## src/rtl/sixch_timer_pkg.sv

```systemverilog
package sixch_timer_pkg;

    localparam int DATA_W       = 32;
    localparam int OFS_CLC      = 'h00;
    localparam int OFS_ID       = 'h08;
    localparam int OFS_IEN      = 'h F4;
    localparam int OFS_CAP      = 'hFC;
    localparam int GRP_BASE     = 'h10;
    localparam int GRP_STRIDE   = 'h20;
    localparam int PAIR_STEP    = 'h04;
    localparam int REG_CTRL     = 'h00;
    localparam int REG_RUN      = 'h08;
    localparam int REG_RLD      = 'h10;
    localparam int REG_CNT      = 'h18;

    localparam logic [DATA_W-1:0] ID_VALUE  = 32'h0000_5900;
    localparam logic [DATA_W-1:0] CTRL_MASK = 32'h0000_05C4;

    localparam int CLC_HALT_BIT  = 0;
    localparam int CLC_SUSP_BIT  = 4;
    localparam int CLC_RMODE_BIT = 8;
    localparam int RUN_START_BIT = 0;
    localparam int RUN_LOAD_BIT  = 2;

    typedef enum logic {
        CH_IDLE  = 1'b0,
        CH_COUNT = 1'b1
    } ch_state_e;

    typedef enum logic {
        CORE_ACTIVE = 1'b0,
        CORE_HALTED = 1'b1
    } core_state_e;

    function automatic int chan_base(input int ch);
        return GRP_BASE + GRP_STRIDE * (ch / 2) + PAIR_STEP * (ch % 2);
    endfunction

endpackage

```

## src/rtl/sixch_timer_chan.sv

```systemverilog
module sixch_timer_chan
    import sixch_timer_pkg::*;
#(
    parameter int CNT_W = 32
) (
    input  logic              clk,
    input  logic              rst_n,
    input  logic              freeze,
    input  logic              wr_ctrl,
    input  logic              wr_run,
    input  logic              wr_rld,
    input  logic [DATA_W-1:0] wdata,
    output logic [DATA_W-1:0] ctrl_q,
    output logic              running,
    output logic [CNT_W-1:0]  rld_q,
    output logic [CNT_W-1:0]  cnt_q,
    output logic              wrap
);

    ch_state_e state_q, state_nx;

    // state register
    always_ff @(posedge clk) begin
        if (!rst_n) state_q <= CH_IDLE;
        else        state_q <= state_nx;
    end

    // next state: only a run write moves the channel
    always_comb begin
        state_nx = state_q;
        if (wr_run) begin
            state_nx = wdata[RUN_START_BIT] ? CH_COUNT : CH_IDLE;
        end
    end

    // outputs
    always_comb begin
        running = 1'b0;
        wrap    = 1'b0;
        unique case (state_q)
            CH_IDLE: begin
                running = 1'b0;
                wrap    = 1'b0;
            end
            CH_COUNT: begin
                running = 1'b1;
                wrap    = !freeze && !wr_run && (cnt_q == '0);
            end
            default: begin
                running = 1'b0;
                wrap    = 1'b0;
            end
        endcase
    end

    // datapath
    always_ff @(posedge clk) begin
        if (!rst_n) begin
            ctrl_q <= '0;
            rld_q  <= '0;
            cnt_q  <= '0;
        end else begin
            if (wr_ctrl) ctrl_q <= wdata & CTRL_MASK;
            if (wr_rld)  rld_q  <= wdata[CNT_W-1:0];
            if (wr_run) begin
                if (wdata[RUN_LOAD_BIT]) cnt_q <= rld_q;
            end else if (running && !freeze) begin
                cnt_q <= (cnt_q == '0) ? rld_q : cnt_q - 1'b1;
            end
        end
    end

    AST_FREEZE_HOLD: assert property (@(posedge clk) disable iff (!rst_n)
        (freeze && !wr_run) |=> $stable(cnt_q));
    AST_DEC_STEP: assert property (@(posedge clk) disable iff (!rst_n)
        (state_q == CH_COUNT && !freeze && !wr_run && cnt_q != '0)
        |=> (cnt_q == $past(cnt_q) - 1'b1));
    AST_WRAP_LOAD: assert property (@(posedge clk) disable iff (!rst_n)
        wrap |=> (cnt_q == $past(rld_q)));
    AST_IDLE_HOLD: assert property (@(posedge clk) disable iff (!rst_n)
        (state_q == CH_IDLE && !wr_run) |=> $stable(cnt_q));

endmodule

```

## src/rtl/sixch_timer_irq.sv

```systemverilog
module sixch_timer_irq #(
    parameter int NUM_CH = 6
) (
    input  logic              clk,
    input  logic              rst_n,
    input  logic [NUM_CH-1:0] wrap,
    input  logic              wr_ien,
    input  logic              wr_cap,
    input  logic [NUM_CH-1:0] wbits,
    output logic [NUM_CH-1:0] cap_q,
    output logic [NUM_CH-1:0] ien_q,
    output logic              irq
);

    logic [NUM_CH-1:0] clr_mask;

    always_comb begin
        clr_mask = wr_cap ? wbits : '0;
        irq      = |(cap_q & ien_q);
    end

    always_ff @(posedge clk) begin
        if (!rst_n) begin
            cap_q <= '0;
            ien_q <= '0;
        end else begin
            cap_q <= (cap_q & ~clr_mask) | wrap;
            if (wr_ien) ien_q <= wbits;
        end
    end

    AST_SET_WINS: assert property (@(posedge clk) disable iff (!rst_n)
        (|wrap) |=> ((cap_q & $past(wrap)) == $past(wrap)));
    AST_W1C: assert property (@(posedge clk) disable iff (!rst_n)
        (wr_cap && |(wbits & ~wrap))
        |=> ((cap_q & $past(wbits & ~wrap)) == '0));
    AST_CAP_STICKY: assert property (@(posedge clk) disable iff (!rst_n)
        (!wr_cap) |=> ((cap_q & $past(cap_q)) == $past(cap_q)));

endmodule

```

## src/rtl/sixch_timer_regif.sv

```systemverilog
module sixch_timer_regif
    import sixch_timer_pkg::*;
#(
    parameter int NUM_CH = 6,
    parameter int CNT_W  = 32,
    parameter int ADDR_W = 8
) (
    input  logic                           clk,
    input  logic                           rst_n,
    input  logic                           wr_en,
    input  logic [ADDR_W-1:0]              addr,
    input  logic [DATA_W-1:0]              wdata,
    output logic [DATA_W-1:0]              rdata,
    output logic                           freeze,
    output logic [NUM_CH-1:0]              wr_ctrl,
    output logic [NUM_CH-1:0]              wr_run,
    output logic [NUM_CH-1:0]              wr_rld,
    output logic                           wr_ien,
    output logic                           wr_cap,
    input  logic [NUM_CH-1:0][DATA_W-1:0]  ch_ctrl,
    input  logic [NUM_CH-1:0]              ch_run,
    input  logic [NUM_CH-1:0][CNT_W-1:0]   ch_rld,
    input  logic [NUM_CH-1:0][CNT_W-1:0]   ch_cnt,
    input  logic [NUM_CH-1:0]              cap_q,
    input  logic [NUM_CH-1:0]              ien_q
);

    core_state_e core_q, core_nx;
    logic        susp_q, rmode_q;
    logic        hit_clc, hit_id, hit_ien, hit_cap;
    logic [NUM_CH-1:0] hit_ctrl, hit_run, hit_rld, hit_cnt;

    assign hit_clc = (addr == ADDR_W'(OFS_CLC));
    assign hit_id  = (addr == ADDR_W'(OFS_ID));
    assign hit_ien = (addr == ADDR_W'(OFS_IEN));
    assign hit_cap = (addr == ADDR_W'(OFS_CAP));

    for (genvar i = 0; i < NUM_CH; i++) begin : g_dec
        localparam int BASE = chan_base(i);
        assign hit_ctrl[i] = (addr == ADDR_W'(BASE + REG_CTRL));
        assign hit_run[i]  = (addr == ADDR_W'(BASE + REG_RUN));
        assign hit_rld[i]  = (addr == ADDR_W'(BASE + REG_RLD));
        assign hit_cnt[i]  = (addr == ADDR_W'(BASE + REG_CNT));
    end

    // core state register
    always_ff @(posedge clk) begin
        if (!rst_n) begin
            core_q  <= CORE_ACTIVE;
            susp_q  <= 1'b0;
            rmode_q <= 1'b0;
        end else begin
            core_q <= core_nx;
            if (wr_en && hit_clc) begin
                susp_q  <= wdata[CLC_SUSP_BIT];
                rmode_q <= wdata[CLC_RMODE_BIT];
            end
        end
    end

    // core next state
    always_comb begin
        core_nx = core_q;
        unique case (core_q)
            CORE_ACTIVE: if (wr_en && hit_clc && wdata[CLC_HALT_BIT])  core_nx = CORE_HALTED;
            CORE_HALTED: if (wr_en && hit_clc && !wdata[CLC_HALT_BIT]) core_nx = CORE_ACTIVE;
            default:     core_nx = CORE_ACTIVE;
        endcase
    end

    // outputs: freeze and write strobes
    always_comb begin
        freeze  = (core_q == CORE_HALTED);
        wr_ctrl = (wr_en && !freeze) ? hit_ctrl : '0;
        wr_run  = (wr_en && !freeze) ? hit_run  : '0;
        wr_rld  = (wr_en && !freeze) ? hit_rld  : '0;
        wr_ien  = wr_en && hit_ien;
        wr_cap  = wr_en && hit_cap;
    end

    // read mux
    always_comb begin
        rdata = '0;
        if (hit_clc) begin
            rdata[CLC_HALT_BIT]  = freeze;
            rdata[CLC_SUSP_BIT]  = susp_q;
            rdata[CLC_RMODE_BIT] = rmode_q;
        end else if (hit_id) begin
            rdata = ID_VALUE;
        end else if (hit_ien) begin
            rdata = DATA_W'(ien_q);
        end else if (hit_cap) begin
            rdata = DATA_W'(cap_q);
        end else begin
            for (int i = 0; i < NUM_CH; i++) begin
                if (hit_ctrl[i]) rdata = ch_ctrl[i];
                if (hit_run[i])  rdata = DATA_W'(ch_run[i]);
                if (hit_rld[i])  rdata = DATA_W'(ch_rld[i]);
                if (hit_cnt[i])  rdata = DATA_W'(ch_cnt[i]);
            end
        end
    end

    AST_ID_CONST: assert property (@(posedge clk) disable iff (!rst_n)
        hit_id |-> (rdata == ID_VALUE));
    AST_HALT_NO_STROBE: assert property (@(posedge clk) disable iff (!rst_n)
        (wr_en && hit_clc && wdata[CLC_HALT_BIT]) |=> (wr_run == '0 && wr_rld == '0));
    AST_ONE_TARGET: assert property (@(posedge clk) disable iff (!rst_n)
        $onehot0({hit_clc, hit_id, hit_ien, hit_cap, hit_ctrl, hit_run, hit_rld, hit_cnt}));

endmodule

```

## src/rtl/sixch_timer_unit.sv

```systemverilog
module sixch_timer_unit
    import sixch_timer_pkg::*;
#(
    parameter int NUM_CH = 6,
    parameter int CNT_W  = 32,
    parameter int ADDR_W = 8
) (
    input  logic              clk,
    input  logic              rst_n,
    input  logic              reg_wr,
    input  logic [ADDR_W-1:0] reg_addr,
    input  logic [DATA_W-1:0] reg_wdata,
    output logic [DATA_W-1:0] reg_rdata,
    output logic              irq_out
);

    logic                          freeze;
    logic [NUM_CH-1:0]             wr_ctrl, wr_run, wr_rld;
    logic                          wr_ien, wr_cap;
    logic [NUM_CH-1:0][DATA_W-1:0] ch_ctrl;
    logic [NUM_CH-1:0]             ch_run;
    logic [NUM_CH-1:0][CNT_W-1:0]  ch_rld, ch_cnt;
    logic [NUM_CH-1:0]             ch_wrap, cap_q, ien_q;

    sixch_timer_regif #(
        .NUM_CH (NUM_CH),
        .CNT_W  (CNT_W),
        .ADDR_W (ADDR_W)
    ) i_regif (
        .clk     (clk),
        .rst_n   (rst_n),
        .wr_en   (reg_wr),
        .addr    (reg_addr),
        .wdata   (reg_wdata),
        .rdata   (reg_rdata),
        .freeze  (freeze),
        .wr_ctrl (wr_ctrl),
        .wr_run  (wr_run),
        .wr_rld  (wr_rld),
        .wr_ien  (wr_ien),
        .wr_cap  (wr_cap),
        .ch_ctrl (ch_ctrl),
        .ch_run  (ch_run),
        .ch_rld  (ch_rld),
        .ch_cnt  (ch_cnt),
        .cap_q   (cap_q),
        .ien_q   (ien_q)
    );

    for (genvar i = 0; i < NUM_CH; i++) begin : g_ch
        sixch_timer_chan #(
            .CNT_W (CNT_W)
        ) i_chan (
            .clk     (clk),
            .rst_n   (rst_n),
            .freeze  (freeze),
            .wr_ctrl (wr_ctrl[i]),
            .wr_run  (wr_run[i]),
            .wr_rld  (wr_rld[i]),
            .wdata   (reg_wdata),
            .ctrl_q  (ch_ctrl[i]),
            .running (ch_run[i]),
            .rld_q   (ch_rld[i]),
            .cnt_q   (ch_cnt[i]),
            .wrap    (ch_wrap[i])
        );
    end

    sixch_timer_irq #(
        .NUM_CH (NUM_CH)
    ) i_irq (
        .clk    (clk),
        .rst_n  (rst_n),
        .wrap   (ch_wrap),
        .wr_ien (wr_ien),
        .wr_cap (wr_cap),
        .wbits  (reg_wdata[NUM_CH-1:0]),
        .cap_q  (cap_q),
        .ien_q  (ien_q),
        .irq    (irq_out)
    );

    AST_IRQ_FROM_EVENT: assert property (@(posedge clk) disable iff (!rst_n)
        (!irq_out && !wr_ien && ch_wrap == '0) |=> !irq_out);
    AST_RESET_QUIET: assert property (@(posedge clk)
        !rst_n |=> !irq_out);

endmodule

```

## config.mk

```make
export PLATFORM = sky130hd
export DESIGN_NAME = sixch_timer_unit
export DESIGN_NICKNAME = d
export VERILOG_FILES = /design/src/rtl/sixch_timer_pkg.sv /design/src/rtl/sixch_timer_chan.sv /design/src/rtl/sixch_timer_irq.sv /design/src/rtl/sixch_timer_regif.sv /design/src/rtl/sixch_timer_unit.sv
export SDC_FILE = /design/constraint.sdc
export NUM_CORES = 1
export LEC_CHECK = 0
export BUFFER_PORTS_ARGS = -buffer_cell sky130_fd_sc_hd__buf_2
export CAP_MARGIN = 40
export CORE_MARGIN = 2
export CORE_UTILIZATION = 35
export CTS_CLUSTER_SIZE = 25
export DETAILED_ROUTE_END_ITERATION = 10
export GPL_TIMING_DRIVEN = 0
export PLACE_DENSITY_LB_ADDON = 0.05
export SLEW_MARGIN = 10
export SYNTH_ARGS = -nofsm -noshare
export SYNTH_HDL_FRONTEND = slang
export SYNTH_SLANG_ARGS = --single-unit
```

## constraint.sdc

```tcl
create_clock -name clk -period 5.4 [get_ports clk]
set_input_delay 0.81 -clock clk [delete_from_list [all_inputs] [get_ports clk]]
set_output_delay 0.81 -clock clk [all_outputs]
set_load 0.02 [all_outputs]
```

== Word level (Yosys, flattened, before mapping) ==
Index checks and enable logic that the tools add are counted.

* Register bits: 435
* Bits of input ports: 43

* Add/sub/neg operators: 6
* Equality and inequality tests: 33
* Muxes and demuxes: 77
* Bitwise gates (word level): 11
* Reduce and logical (&&, ||, !) cells: 52

{| class="wikitable"
|+ Operator list
! operator !! count
|-
| 32-bit two-way mux || 49
|-
| 32-bit zero test || 6
|-
| 32-bit by 1-bit subtractor with 32-bit output (second input constant) || 6
|-
| 8-bit by 7-bit equality test with 1-bit output (second input constant) || 12
|-
| 8-bit by 6-bit equality test with 1-bit output (second input constant) || 8
|-
| 8-bit by 5-bit equality test with 1-bit output (second input constant) || 4
|-
| 1-bit case mux with 2 select lines || 13
|-
| 1-bit logical AND || 24
|-
| 6-bit two-way mux || 4
|-
| 23-bit two-way mux || 1
|-
| 11-bit two-way mux || 2
|-
| 8-bit equality test (second input constant) || 2
|-
| 6-bit AND || 2
|-
| 2-bit != test (second input constant) || 6
|-
| 2-bit AND reduction || 6
|-
| 2-bit nonzero test || 6
|-
| 8-bit by 4-bit equality test with 1-bit output (second input constant) || 1
|-
| 1-bit zero test || 8
|-
| 8-bit zero test || 1
|-
| 1-bit NOT || 7
|-
| 1-bit two-way mux || 6
|-
| 3-bit two-way mux || 2
|-
| 6-bit NOT || 1
|-
| 6-bit OR || 1
|-
| 6-bit OR reduction || 1
|}

== Logic depth before layout (Yosys ltp) ==
* Depth in word-level cells: 29
* Mapped depth: 10
* Mapped depth without buffers: 8

== Modules after synthesis ==
A second synthesis with hierarchy kept.

* Cell total of the unflattened synthesis: 3,727
* Area total of the unflattened synthesis: 29,801.1 sq um

{| class="wikitable"
|+ By module, submodules not included
! module !! instances !! cells an instance !! area each (sq um) !! sequential area each (sq um)
|-
| sixch_timer_chan at g_ch[0].i_chan ... || 3 || 471 || 3,966.3 || 1,401.3
|-
| sixch_timer_chan at g_ch[3].i_chan ... || 3 || 476 || 3,963.8 || 1,401.3
|-
| sixch_timer_regif || 1 || 844 || 5,539.1 || 60.1
|-
| sixch_timer_irq || 1 || 42 || 471.7 || 240.2
|}

== Worst setup path before layout ==
No wires, ideal clock.

* Path type: input port to output port
* Start point: input reg_addr[5]
* End point: output reg_rdata[30]
* Arrival time: 3,230 ps
* Data required time: 4,590 ps
* Setup slack: 1,360 ps
* Stages on the path: 8
* Cell sequence: clkbuf_1 -> or4b_2 -> clkbuf_1 -> nor2_1 -> a221o_1 -> a21oi_1 -> a221o_1 -> a221oi_1

* Cells in the longest elaborated chain, start to end: 27
* Elaborated cells between the ends (all ways): 52

{| class="wikitable"
|+ RTL lines
! item !! line !! RTL
|-
| from (decl) || sixch_timer_unit.sv:11 || <nowiki>input logic [ADDR_W-1:0] reg_addr,</nowiki>
|-
| 8-bit by 6-bit equality test with 1-bit output || sixch_timer_regif.sv:42 || <nowiki>assign hit_rld[i] = (addr == ADDR_W'(BASE + REG_RLD));</nowiki>
|-
| 32-bit two-way mux || sixch_timer_regif.sv:98 || <nowiki>if (hit_rld[i]) rdata = DATA_W'(ch_rld[i]);</nowiki>
|-
| 32-bit two-way mux || sixch_timer_regif.sv:99 || <nowiki>if (hit_cnt[i]) rdata = DATA_W'(ch_cnt[i]);</nowiki>
|-
| 32-bit two-way mux || sixch_timer_regif.sv:96 || <nowiki>if (hit_ctrl[i]) rdata = ch_ctrl[i];</nowiki>
|-
| 32-bit two-way mux || sixch_timer_regif.sv:97 || <nowiki>if (hit_run[i]) rdata = DATA_W'(ch_run[i]);</nowiki>
|-
| 32-bit two-way mux || sixch_timer_regif.sv:98 ||
|-
| 32-bit two-way mux || sixch_timer_regif.sv:99 ||
|-
| 32-bit two-way mux || sixch_timer_regif.sv:96 ||
|-
| [... 11 more ...] || -- ||
|-
| 32-bit two-way mux || sixch_timer_regif.sv:96 ||
|-
| 32-bit two-way mux || sixch_timer_regif.sv:97 ||
|-
| 32-bit two-way mux || sixch_timer_regif.sv:98 ||
|-
| 32-bit two-way mux || sixch_timer_regif.sv:99 ||
|-
| 32-bit two-way mux || sixch_timer_regif.sv:92 || <nowiki>end else if (hit_cap) begin</nowiki>
|-
| 32-bit two-way mux || sixch_timer_regif.sv:90 || <nowiki>end else if (hit_ien) begin</nowiki>
|-
| 32-bit two-way mux || sixch_timer_regif.sv:88 || <nowiki>end else if (hit_id) begin</nowiki>
|-
| 23-bit two-way mux * || sixch_timer_regif.sv:84 || <nowiki>if (hit_clc) begin</nowiki>
|-
| to (decl) || sixch_timer_unit.sv:13 || <nowiki>output logic [DATA_W-1:0] reg_rdata,</nowiki>
|}

Every way passes the cells marked *; elsewhere a longest branch is shown, timed or not.

== Worst setup path after layout ==
* Start point: input reg_addr[0]
* End point: output reg_rdata[30]

The elaborated chain is that of the path after synthesis.

==> results summary <==
The detailed-route wire length is approximately 160000 um. The share of flip-flops with an asynchronous set or reset is 0. The final non-filler cell area is 29400 um^2. The initial antenna violation count is 16. The total overflow left after global routing is 0. The checks that failed: negative setup slack. For this design the top-level I/O count stands at between 70 and 80. The worst pin sits at a relative slew slack of 0.318. The share of total power dissipated in sequential elements is 0.414. Fill cells in the final layout number 7576. The deepest level of the CTS H-tree is 2. The maximum fanout count along the critical path came out at 10. CTS saw approximately 440 sinks.

The net switching power figure is 2110 uW. The cell area after synthesis came out at between 20000 and 30000 um^2. The number of standard cells in the layout, taps in and fillers out is between 4000 and 5000. The HPWL after detailed placement came out at ~120000 um. The die outline area came out at ~74000 um^2. In the final design database the tool counted about 3700 nets. The final critical delay including setup and external delays is around 5.5 ns. The number of hold violations in the final report was 0.

The count of antenna-violating nets left after detailed routing came out at 0. The path class of the tightest hold or removal check is flop to flop. The global placer's final weighted congestion came out at 1.08. The cell that appears most often on the critical path is clkbuf_1.

The placement-stage cell area came out at around 27000 um^2. Setup repair after global routing could not meet its margin everywhere. In this design, the stage delay of the slowest critical-path cell is approximately 0.76 ns. The worst hold path depth is 2. Between clock sinks in the finished design, the worst skew comes to approximately 0.030 ns.

Dividing the detail-routed wire length by the instance count gives about 34 um. In this run the worst setup path begins at reg_addr[0]. The number of hold-repair buffers added at the cts stage is 0. The total number of placement rows came out at between 90 and 100.

The busiest layer in global routing is met2. The multi-input combinational cells in the finished layout cover a total of around 15000 um^2. The power density of the placed cells came out at 264 nW/um^2. Of the available clock period, the critical path in the final layout requires 1.02.

Leaving out fill and tap cells, the most frequent cell in the layout is nand2_1. The count of unresolved DRC violations after routing came out at 0. The height of the chip came out at around 270 um. At the pin with the least slew margin, the transition time is roughly 1 ns. The highest clock frequency the design can meet came out at between 150 and 200 MHz. After clock tree synthesis, the setup repair step added 0 buffers. In the post-route analysis, the smallest setup slack over all paths is -0.115 ns. The slowest stage of the critical path belongs to the cell a221oi_1. The layout overhead on the synthesized area is 16.7%. The worst setup path is of the input port to output pin kind. The share of layout cells above drive strength 1 is 0.0977. STA classifies the critical path startpoint as an input port. The number of vias per cell after detailed routing came out at ~6.5.

For the worst-skew pair, the clock arrives at the later sink with an insertion delay of about 0.63 ns. The core box area came out at around 71000 um^2. The worst setup path is captured at an output pin. In this run the critical register-to-register path is captured at g_ch[3].i_chan.cnt_q[11]$_SDFFE_PN0P_. The total CTS buffers is 55. The die is between 200 and 300 um wide. The number of distinct library cells after synthesis is between 80 and 90.

The count of buffers from port buffering is between 60 and 70. The sequential cell area came out at 8710 um^2. The final cell utilization of the core came out at 0.412. The total negative setup slack came out at -0.256 ns.

The run finished, with violations left. The number of global-route vias before repair is ~28000. The cell sitting at the root of the clock tree is a clkbuf_16.

The worst hold path begins at g_ch[5].i_chan.ctrl_q[10]$_SDFFE_PN0P_. The vias after detailed routing is 30500. The post-cts gate resize count is 15. The proportion of total power due to net switching is 0.271. The cell internal power dissipation is 5670 uW.

Entering global routing, the biggest net connects 14 pins. The mean post-synth cell area is about 7.3 um^2. For hold timing, the worst endpoint is g_ch[5].i_chan.ctrl_q[10]$_SDFFE_PN0P_.

The number of setup violations in the final report is 5. Data on the critical path arrives at its endpoint at about 4.7 ns. The number of max-slew violations in the final report is 0.

Across the run, the number of max-cap violations was 0. The library cells used most frequently in the layout, excluding fill and tap cells, are nand2_1 (618), a21oi_1 (458), dfxtp_1 (435). The met2 track utilization from global routing is 0.637.

The number of nets in the synthesized netlist is 3521. Across the VDD grid, the largest voltage drop is ~0.00026 V. The cell family contributing the most delay on the critical path is simple AND/OR/NAND/NOR gates. The number of iterations in the first detailed-routing pass is 6. The gate count of the mapped netlist came out at 3471. The number of warning messages in the yosys log came out at 0. The part of the power in combinational logic is 0.083.

The share of the yosys chip area belonging to registers came out at 0.345. For met3 alone, demand over resource in global routing was 0.107. Counting cells, the worst reg-to-reg path comes to 11. The number of buffer and inverter stages on the critical path is 5. After synthesis the netlist holds a flip-flop and latch count of about 440.

Summed over all cells, the static leakage comes to a little over 0.01 uW. The clock tree from TritonCTS is built. The signal on the critical path passes through buf_2 -> clkbuf_1 -> nor2_1 -> and2_1 -> clkbuf_1 -> nand2_2 -> clkbuf_1 -> nor2_1 -> a31oi_1 -> a221oi_1 -> buf_2. The worst reg-to-reg setup slack came out at between 1.5 and 2 ns.

Once placement completed, the tool counted placed cells totaling 4544. The global-route total usage across every layer came out at 0.417. The initial core utilization is 0.353. The clock network power share came out at 0.504. In the synthesized netlist the dominant register cell turns out to be dfxtp_1. The routing usage on met1 is 0.512.

In this run the critical register-to-register path is launched from g_ch[3].i_chan.cnt_q[1]$_SDFFE_PN0P_. The clock transition at the registers of the reported paths came out at about 0.050 ns. The required time reported for the critical path endpoint is about 4.6 ns.

The number of enable flip-flop cells after synthesis came out at 0. The deepest clock path buffer count came out at 3. The global-route wire length before repair is around 220000 um.

The first-iteration detailed-routing DRC count came out at around 4500.
per-stage QoR:
stage | power [uW] | setup WS, ns | hold WS [ns]
2_1_floorplan | 3530 | 1.36 | 0.436
3_3_place_gp | 3850 | -1.23 | 0.450
3_5_place_dp | 3890 | -0.568 | 0.455
4_1_cts | 7760 | 0.0268 | 0.454
5_1_grt | 7900 | -0.0139 | 0.481
6_report | 7780 | -0.115 | 0.463
synth_stat cells (8+ instances only):
master       n  area, um^2
o22ai_1     87         544
buf_2       41         205
a31o_2       9        78.8
buf_1       11        41.3
and4_1       8        70.1
o21a_1      19         143
or4_1       32         240
nor4b_1     10        87.6
and2_1      18         113
a2111oi_0   19         166
nor4_1      65         407
or2_2        9        56.3
a211o_1     11        96.3
a22oi_1     46         345
a21o_1      13        97.6
nand2b_1    20         125
mux2i_1    135        1350
nor2_1     229         860
and3_1      17         106
or3_1       34         213
mux2_2      11         124
nand3_1    101         505
a211oi_1    35         263
dfxtp_1    435        8710
a21oi_1    458        2290
o31ai_1     18         135
a221oi_1    45         394
a31oi_1     29         181
o21ai_0    249        1250
o211ai_1    17         128
nor3_1     139         696
clkbuf_1   239         897
o221ai_1    10        87.6
nor2b_1     14        87.6
nand4_1     39         244
nand2_1    619        2320
a221o_1     10         100
inv_1       34         128
flip-flops by register name (all words and copies together) (netlist names), named ones only:
register             cells
g_ch.i_chan.cnt_q      192
g_ch.i_chan.rld_q      192
g_ch.i_chan.ctrl_q      30
g_ch.i_chan.state_q      6
i_irq.cap_q              6
i_irq.ien_q              6
i_regif.rmode_q          1
i_regif.susp_q           1
worst register-to-register path, cell delays in order (launching register included):
cell and delay, ns:
dfxtp_1 0.44, inv_1 0.14, ha_1 0.24, or4b_1 0.52, nor4b_1 0.69, and3_1 0.24, buf_2 0.23, nor2_1 0.17
buf_4 0.20, clkbuf_1 0.33, a32oi_1 0.30, o21ai_0 0.10
metal layers:
layer | wire length [um] | part of all wire
met1 | 61200 | 0.38
met2 | 68300 | 0.43
met3 | 16700 | 0.10
met4 | 13500 | 0.084
met5 | 93 | 0.00058
worst max path at each step:
stage / cells past startpoint / to / slack [ns]
6_report: 11 / reg_rdata[30] / -0.11
3_3_place_gp: 10 / reg_rdata[15] / -1.23
3_5_place_dp: 11 / reg_rdata[17] / -0.57
2_1_floorplan: 8 / reg_rdata[30] / 1.36
5_1_grt: 10 / reg_rdata[22] / -0.01
4_1_cts: 11 / reg_rdata[1] / 0.03
cell families after synthesis:
kind of cell | Yosys count | synth area share
adders and majority gates | 7 | 0.00347
buffers and inverters | 334 | 0.0531
DFF | 435 | 0.345
muxes | 148 | 0.0594
AOI/OAI and AO/OA | 1153 | 0.280
and+or+nand+nor | 1394 | 0.259
power groups by stage:
stage          registers [uW]  clock network, uW  logic (uW)
4_1_cts                  3220               3930         609
3_5_place_dp             3290                  0         606
2_1_floorplan            3290                  0         247
6_report                 3220               3920         642
3_3_place_gp             3290                  0         566
5_1_grt                  3220               4040         636
area by class of cell:
type,count,area share
Multi-Input combinational cell,2702,0.519
Sequential cell,435,0.296
Clock buffer,80,0.0552
Buffer,299,0.0419
Tap cell,950,0.0404
Timing Repair Buffer,131,0.0342
Clock inverter,23,0.00846
Inverter,35,0.00447
Antenna cell,1,0.0000851
Power figures use the tool's default switching activity.
